<file path="src/rtl/mr_pkg.sv">
package mr_pkg;

    // Access permission code: bit 0 allows reads, bit 1 allows writes.
    typedef enum logic [1:0] {
        ACC_NONE = 2'b00,
        ACC_RO   = 2'b01,
        ACC_WO   = 2'b10,
        ACC_RW   = 2'b11
    } mr_acc_e;

    localparam int unsigned LANE_RD = 0;
    localparam int unsigned LANE_WR = 1;

    // Flags returned by one side of the router.
    typedef struct packed {
        logic done;
        logic err;
    } mr_resp_t;

    // Bits needed to index a window of inclusive bounds lo..hi.
    function automatic int unsigned span_bits(int unsigned lo, int unsigned hi);
        int unsigned sz;
        sz = hi - lo + 1;
        return (sz <= 1) ? 1 : $clog2(sz);
    endfunction

endpackage

</file>
<file path="src/rtl/mr_range_match.sv">
module mr_range_match #(
    parameter int unsigned N_RGN = 3,
    parameter int unsigned WA_W  = 10,
    parameter logic [N_RGN*WA_W-1:0] RGN_LO = '0,
    parameter logic [N_RGN*WA_W-1:0] RGN_HI = '0
) (
    input  logic [WA_W-1:0]  word_i,
    output logic [N_RGN-1:0] hit_o
);
    for (genvar g = 0; g < N_RGN; g++) begin : g_cmp
        localparam logic [WA_W-1:0] LO = RGN_LO[g*WA_W +: WA_W];
        localparam logic [WA_W-1:0] HI = RGN_HI[g*WA_W +: WA_W];
        assign hit_o[g] = (word_i >= LO) && (word_i <= HI);
    end
endmodule

</file>
<file path="src/rtl/mr_first_pick.sv">
module mr_first_pick #(
    parameter int unsigned N_RGN = 3
) (
    input  logic [N_RGN-1:0] hit_i,
    output logic [N_RGN-1:0] pick_o,
    output logic             any_o
);
    always_comb begin
        pick_o = '0;
        any_o  = 1'b0;
        for (int i = 0; i < N_RGN; i++) begin
            if (hit_i[i] && !any_o) begin
                pick_o[i] = 1'b1;
                any_o     = 1'b1;
            end
        end
    end
endmodule

</file>
<file path="src/rtl/mr_resp_route.sv">
module mr_resp_route
    import mr_pkg::*;
#(
    parameter int unsigned N_RGN = 3,
    parameter logic [2*N_RGN-1:0] RGN_ACC = '0,
    parameter int unsigned LANE = LANE_RD
) (
    input  logic [N_RGN-1:0] pick_i,
    input  logic             any_i,
    input  logic             stb_i,
    input  logic [N_RGN-1:0] rgn_done_i,
    input  logic [N_RGN-1:0] rgn_err_i,
    input  mr_resp_t         fb_i,
    output mr_resp_t         resp_o,
    output logic [N_RGN-1:0] sel_o
);
    always_comb begin
        sel_o  = '0;
        resp_o = fb_i;
        if (any_i) begin
            resp_o = '0;
            for (int i = 0; i < N_RGN; i++) begin
                if (pick_i[i]) begin
                    if (RGN_ACC[2*i + LANE]) begin
                        sel_o[i]    = 1'b1;
                        resp_o.done = rgn_done_i[i];
                        resp_o.err  = rgn_err_i[i];
                    end else begin
                        resp_o.done = 1'b0;
                        resp_o.err  = stb_i;
                    end
                end
            end
        end
    end
endmodule

</file>
<file path="src/rtl/mr_data_mux.sv">
module mr_data_mux #(
    parameter int unsigned N_RGN  = 3,
    parameter int unsigned DATA_W = 32,
    parameter logic [2*N_RGN-1:0] RGN_ACC = '0
) (
    input  logic [N_RGN-1:0]        pick_i,
    input  logic                    any_i,
    input  logic [N_RGN*DATA_W-1:0] rgn_data_i,
    input  logic [DATA_W-1:0]       fb_data_i,
    output logic [DATA_W-1:0]       data_o
);
    always_comb begin
        data_o = any_i ? '0 : fb_data_i;
        for (int i = 0; i < N_RGN; i++) begin
            if (pick_i[i] && RGN_ACC[2*i])
                data_o = rgn_data_i[i*DATA_W +: DATA_W];
        end
    end
endmodule

</file>
<file path="src/rtl/mem_region_router.sv">
module mem_region_router
    import mr_pkg::*;
#(
    parameter int unsigned N_RGN  = 3,
    parameter int unsigned WA_W   = 10,
    parameter int unsigned DATA_W = 32,
    parameter logic [N_RGN*WA_W-1:0] RGN_LO  = {10'd256, 10'd96, 10'd64},
    parameter logic [N_RGN*WA_W-1:0] RGN_HI  = {10'd271, 10'd159, 10'd127},
    parameter logic [2*N_RGN-1:0]    RGN_ACC = {ACC_WO, ACC_RO, ACC_RW},
    localparam int unsigned MEM_AW = max_span()
) (
    input  logic [WA_W-1:0]         rd_word_i,
    input  logic                    rd_stb_i,
    input  logic [WA_W-1:0]         wr_word_i,
    input  logic                    wr_stb_i,
    input  logic [N_RGN*DATA_W-1:0] rgn_rd_data_i,
    input  logic [N_RGN-1:0]        rgn_rd_done_i,
    input  logic [N_RGN-1:0]        rgn_rd_err_i,
    input  logic [N_RGN-1:0]        rgn_wr_done_i,
    input  logic [N_RGN-1:0]        rgn_wr_err_i,
    input  logic [DATA_W-1:0]       reg_rd_data_i,
    input  logic                    reg_rd_done_i,
    input  logic                    reg_rd_err_i,
    input  logic                    reg_wr_done_i,
    input  logic                    reg_wr_err_i,
    output logic [DATA_W-1:0]       rd_data_o,
    output logic                    rd_done_o,
    output logic                    rd_err_o,
    output logic                    wr_done_o,
    output logic                    wr_err_o,
    output logic [N_RGN-1:0]        rgn_rd_sel_o,
    output logic [N_RGN-1:0]        rgn_wr_sel_o,
    output logic [N_RGN*MEM_AW-1:0] rgn_rd_addr_o,
    output logic [N_RGN*MEM_AW-1:0] rgn_wr_addr_o
);
    function automatic int unsigned max_span();
        int unsigned m;
        m = 1;
        for (int i = 0; i < N_RGN; i++) begin
            if (span_bits(int'(RGN_LO[i*WA_W +: WA_W]), int'(RGN_HI[i*WA_W +: WA_W])) > m)
                m = span_bits(int'(RGN_LO[i*WA_W +: WA_W]), int'(RGN_HI[i*WA_W +: WA_W]));
        end
        return m;
    endfunction

    logic [N_RGN-1:0] rd_hit, wr_hit, rd_pick, wr_pick;
    logic             rd_any, wr_any;
    mr_resp_t         rd_fb, wr_fb, rd_resp, wr_resp;

    assign rd_fb = '{done: reg_rd_done_i, err: reg_rd_err_i};
    assign wr_fb = '{done: reg_wr_done_i, err: reg_wr_err_i};

    // Read side: decoded from the read word only.
    mr_range_match #(.N_RGN(N_RGN), .WA_W(WA_W), .RGN_LO(RGN_LO), .RGN_HI(RGN_HI))
        u_rd_match (.word_i(rd_word_i), .hit_o(rd_hit));
    mr_first_pick #(.N_RGN(N_RGN))
        u_rd_pick (.hit_i(rd_hit), .pick_o(rd_pick), .any_o(rd_any));
    mr_resp_route #(.N_RGN(N_RGN), .RGN_ACC(RGN_ACC), .LANE(LANE_RD))
        u_rd_resp (.pick_i(rd_pick), .any_i(rd_any), .stb_i(rd_stb_i),
                   .rgn_done_i(rgn_rd_done_i), .rgn_err_i(rgn_rd_err_i),
                   .fb_i(rd_fb), .resp_o(rd_resp), .sel_o(rgn_rd_sel_o));
    mr_data_mux #(.N_RGN(N_RGN), .DATA_W(DATA_W), .RGN_ACC(RGN_ACC))
        u_rd_data (.pick_i(rd_pick), .any_i(rd_any), .rgn_data_i(rgn_rd_data_i),
                   .fb_data_i(reg_rd_data_i), .data_o(rd_data_o));

    // Write side: decoded from the write word only.
    mr_range_match #(.N_RGN(N_RGN), .WA_W(WA_W), .RGN_LO(RGN_LO), .RGN_HI(RGN_HI))
        u_wr_match (.word_i(wr_word_i), .hit_o(wr_hit));
    mr_first_pick #(.N_RGN(N_RGN))
        u_wr_pick (.hit_i(wr_hit), .pick_o(wr_pick), .any_o(wr_any));
    mr_resp_route #(.N_RGN(N_RGN), .RGN_ACC(RGN_ACC), .LANE(LANE_WR))
        u_wr_resp (.pick_i(wr_pick), .any_i(wr_any), .stb_i(wr_stb_i),
                   .rgn_done_i(rgn_wr_done_i), .rgn_err_i(rgn_wr_err_i),
                   .fb_i(wr_fb), .resp_o(wr_resp), .sel_o(rgn_wr_sel_o));

    assign rd_done_o = rd_resp.done;
    assign rd_err_o  = rd_resp.err;
    assign wr_done_o = wr_resp.done;
    assign wr_err_o  = wr_resp.err;

    // Local memory addresses: low bits of the word, sized per region.
    for (genvar g = 0; g < N_RGN; g++) begin : g_addr
        localparam int unsigned AW_G =
            span_bits(int'(RGN_LO[g*WA_W +: WA_W]), int'(RGN_HI[g*WA_W +: WA_W]));
        if (AW_G < MEM_AW) begin : g_pad
            assign rgn_rd_addr_o[g*MEM_AW +: MEM_AW] = {{(MEM_AW-AW_G){1'b0}}, rd_word_i[AW_G-1:0]};
            assign rgn_wr_addr_o[g*MEM_AW +: MEM_AW] = {{(MEM_AW-AW_G){1'b0}}, wr_word_i[AW_G-1:0]};
        end else begin : g_full
            assign rgn_rd_addr_o[g*MEM_AW +: MEM_AW] = rd_word_i[MEM_AW-1:0];
            assign rgn_wr_addr_o[g*MEM_AW +: MEM_AW] = wr_word_i[MEM_AW-1:0];
        end
    end
endmodule

</file>
<file path="config.mk">
export PLATFORM = sky130hd
export DESIGN_NAME = mem_region_router
export DESIGN_NICKNAME = d
export VERILOG_FILES = /design/src/rtl/mr_pkg.sv /design/src/rtl/mr_range_match.sv /design/src/rtl/mr_first_pick.sv /design/src/rtl/mr_resp_route.sv /design/src/rtl/mr_data_mux.sv /design/src/rtl/mem_region_router.sv
export SDC_FILE = /design/constraint.sdc
export NUM_CORES = 1
export LEC_CHECK = 0
export ABC_AREA = 1
export BUFFER_PORTS_ARGS = -buffer_cell sky130_fd_sc_hd__buf_2
export CAP_MARGIN = 20
export CELL_PAD_IN_SITES_DETAIL_PLACEMENT = 1
export CELL_PAD_IN_SITES_GLOBAL_PLACEMENT = 2
export CORE_ASPECT_RATIO = 0.75
export CORE_UTILIZATION = 10
export DETAILED_ROUTE_END_ITERATION = 8
export PLACE_DENSITY = 0.93
export SLEW_MARGIN = 20
export SYNTH_ARGS = -nofsm -noshare
export SYNTH_HDL_FRONTEND = slang
export SYNTH_SLANG_ARGS = --single-unit
</file>
<file path="constraint.sdc">
create_clock -name vclk -period 1
set_input_delay 0.2 -clock vclk [all_inputs]
set_output_delay 0.2 -clock vclk [all_outputs]
set_load 0.03 [all_outputs]
</file>
==> metrics.yaml <==
status: "complete, but fails checks"
violations: "setup timing"
finalCriticalPeriod_ns: 1.395
highest_layer: "met4"
drc_errors: 0
chipHeight_um: 100.1
path_cells: "buf_6 -> nor2_4 -> nand3_4 -> buf_12 -> nand4_1 -> nand3_4 -> buf_4"
nFlopsAndLatches: 0
clock.fmax_ghz: 0.7170
drv_cap: 0
first_global_vias: 2356
pwr-share-clk: 0
wl_met2_mm: 4.149
ys_types: 14
netlist_instances: 231
end_kind: "output pin"
synthesis.area_um2: 1282
crit_path_max_incr_delay_ns: 0.20
fillers: 1505
arrival_ns: 1.19
switching_share: 0.5425
wl_mm: 7.468
post_route_cells_drive_above_1_share: 0.7910
setup_viol_count_final: 40
grt_pass1_wl_mm: 11.30
hold_start: "wr_word_i[3]"
gr-total-overflow: 0
route.layer.met1.wl_mm: 2.652
synth_top_area_frac: 0.2224
required_ns: 0.80
whs_ns: 0.4000
finalNetCount: 546
synth-compound-area-share: 0.003902
yosys_warnings: 0
hpwlAfterDp_mm: 5.976
cp_common_cell: "nand3_4"
synth-simple-area-share: 0.6322
viasPerCell: 4.006
final_hold_viol_count: 0
p_sw_uw: 777.5
io_buffers: 170
initial_core_util: 0.1035
yosysTopAreaCell: "buf_4"
fp.dieArea_um2: 13290
cts_hold_repair.buffers: 0
gp_congestion: 0.7737
dr_wl_met3_um: 487
p_leak_nw: 1.688
crit_family: "simple AND/OR/NAND/NOR gates"
slowest_stage: "buf_12"
synthXorXnorAreaFrac: 0
worst-path-buf-inv: 3
fp-row-count: 35
die_x_um: 132.8
power_frac_comb: 1.000
irDropWorstVdd_mv: 0.1954
wl_per_cell_um: 13.70
synth-seq-area-share: 0
crit_fanout: 34
num-clock-buffers: 0
ys_top_cells_by_area: "buf_4 (22%), nand2_1 (22%), nand4_1 (18%)"
synthAdderAreaFrac: 0
vias: 2183
yosys-mux-area-fraction: 0
start_kind: "input pin"
rsz0062_at_grt: "true"
power.total_mw: 1.433
synth_top_family_by_area: "simple AND/OR/NAND/NOR gates"
grt_max_degree: 35
seqPwrFrac: 0
intPower_uw: 655.6
drt-initial-drc-count: 29
regArea_um2: 0
antenna_found_initial: 1
multi_input_area_um2: 1550
syn_to_final_growth_pct: 159.8
min_period_over_period: 1.395
hold_class: "in2out"
ant_nets: 0
crit_type: "in2out"
pin_count: 244
avgSynthCellArea_um2: 5.552
slew_violations: 0
grt_usage: 0.1046
cellPowerDensity_nw_per_um2: 430.1
worstSetupStartpoint: "rd_word_i[6]"
setup_ws_ns: -0.3947
coreArea_um2: 12390
firstDrtPassIters: 4
[placed cells by master, fill, tap and decap left out, drive strengths merged]
cell type,instances
nand2,75
clkinv,1
diode,1
o21ai,1
clkbuf,3
conb,6
nand3,40
inv,10
nor2,12
nand4,38
buf,192
[cells in the mapped netlist]
library cell,n
buf_2,6
o21ai_0,1
inv_4,2
inv_1,9
buf_4,38
conb_1,1
nand3_1,38
buf_6,9
nand3_4,2
nor2_4,2
nand2_1,75
nor2_1,10
nand4_2,1
nand4_1,37
[through the flow]
stage | setup slack [ns] | cell area (um2) | TNS, ns | std cells | util
global route | -0.4580 | 3332 | -15.88 | 545 | 0.2689
global placement | -0.4930 | 2650 | -16.57 | 535 | 0.2138
finish | -0.3947 | 3332 | -13.48 | 545 | 0.2689
detailed placement | -0.5280 | 2650 | -17.83 | 535 | 0.2138
CTS | -0.4268 | 3092 | -14.41 | 541 | 0.2495
floorplan | -0.1255 | 1826 | -3.807 | 236 | -
[per-layer routing]
| layer | vias to the layer above | track usage |
|---|---|---|
| met4 | 0 | 0.02210 |
| li1 | 1039 | - |
| met3 | 16 | 0.01364 |
| met2 | 115 | 0.2267 |
| met5 | - | 0 |
| met1 | 1013 | 0.1047 |
[cell families after synthesis]
group                  Yosys count
AND/OR/NAND/NOR                165
other                            1
AO/OA/AOI/OAI                    1
buffers and inverters           64
[repair_timing]
action / 4_1_cts / 5_1_grt
gates cloned: 0 / 2
buffers inserted: 6 / 1
endpoints found under the setup margin: 40 / 40
resized for setup: 118 / 47
pin swaps: 7 / 9
endpoints found under the hold margin: 0 / 0
[cell type report]
| class | instances | share of cell area |
|---|---|---|
| timing repair buffer | 195 | 0.4555 |
| tap | 166 | 0.06234 |
| antenna | 1 | 0.0007510 |
| multi-input combinational | 172 | 0.4653 |
| inverter | 11 | 0.01615 |
[final timing paths]
kind                            end  slack [ns]  cells past startpoint
setup / recovery      rd_data_o[29]       -0.39                      7
hold / removal    rgn_wr_addr_o[15]        0.40                      0
[power groups by stage]
stage          logic [mW]  clock network (mW)  registers [mW]
2_1_floorplan       0.897                   0               0
3_3_place_gp         1.12                   0               0
3_5_place_dp         1.14                   0               0
4_1_cts              1.37                   0               0
5_1_grt              1.52         0.000000134               0
6_report             1.43         0.000000134               0
Power figures use the tool's default switching activity.
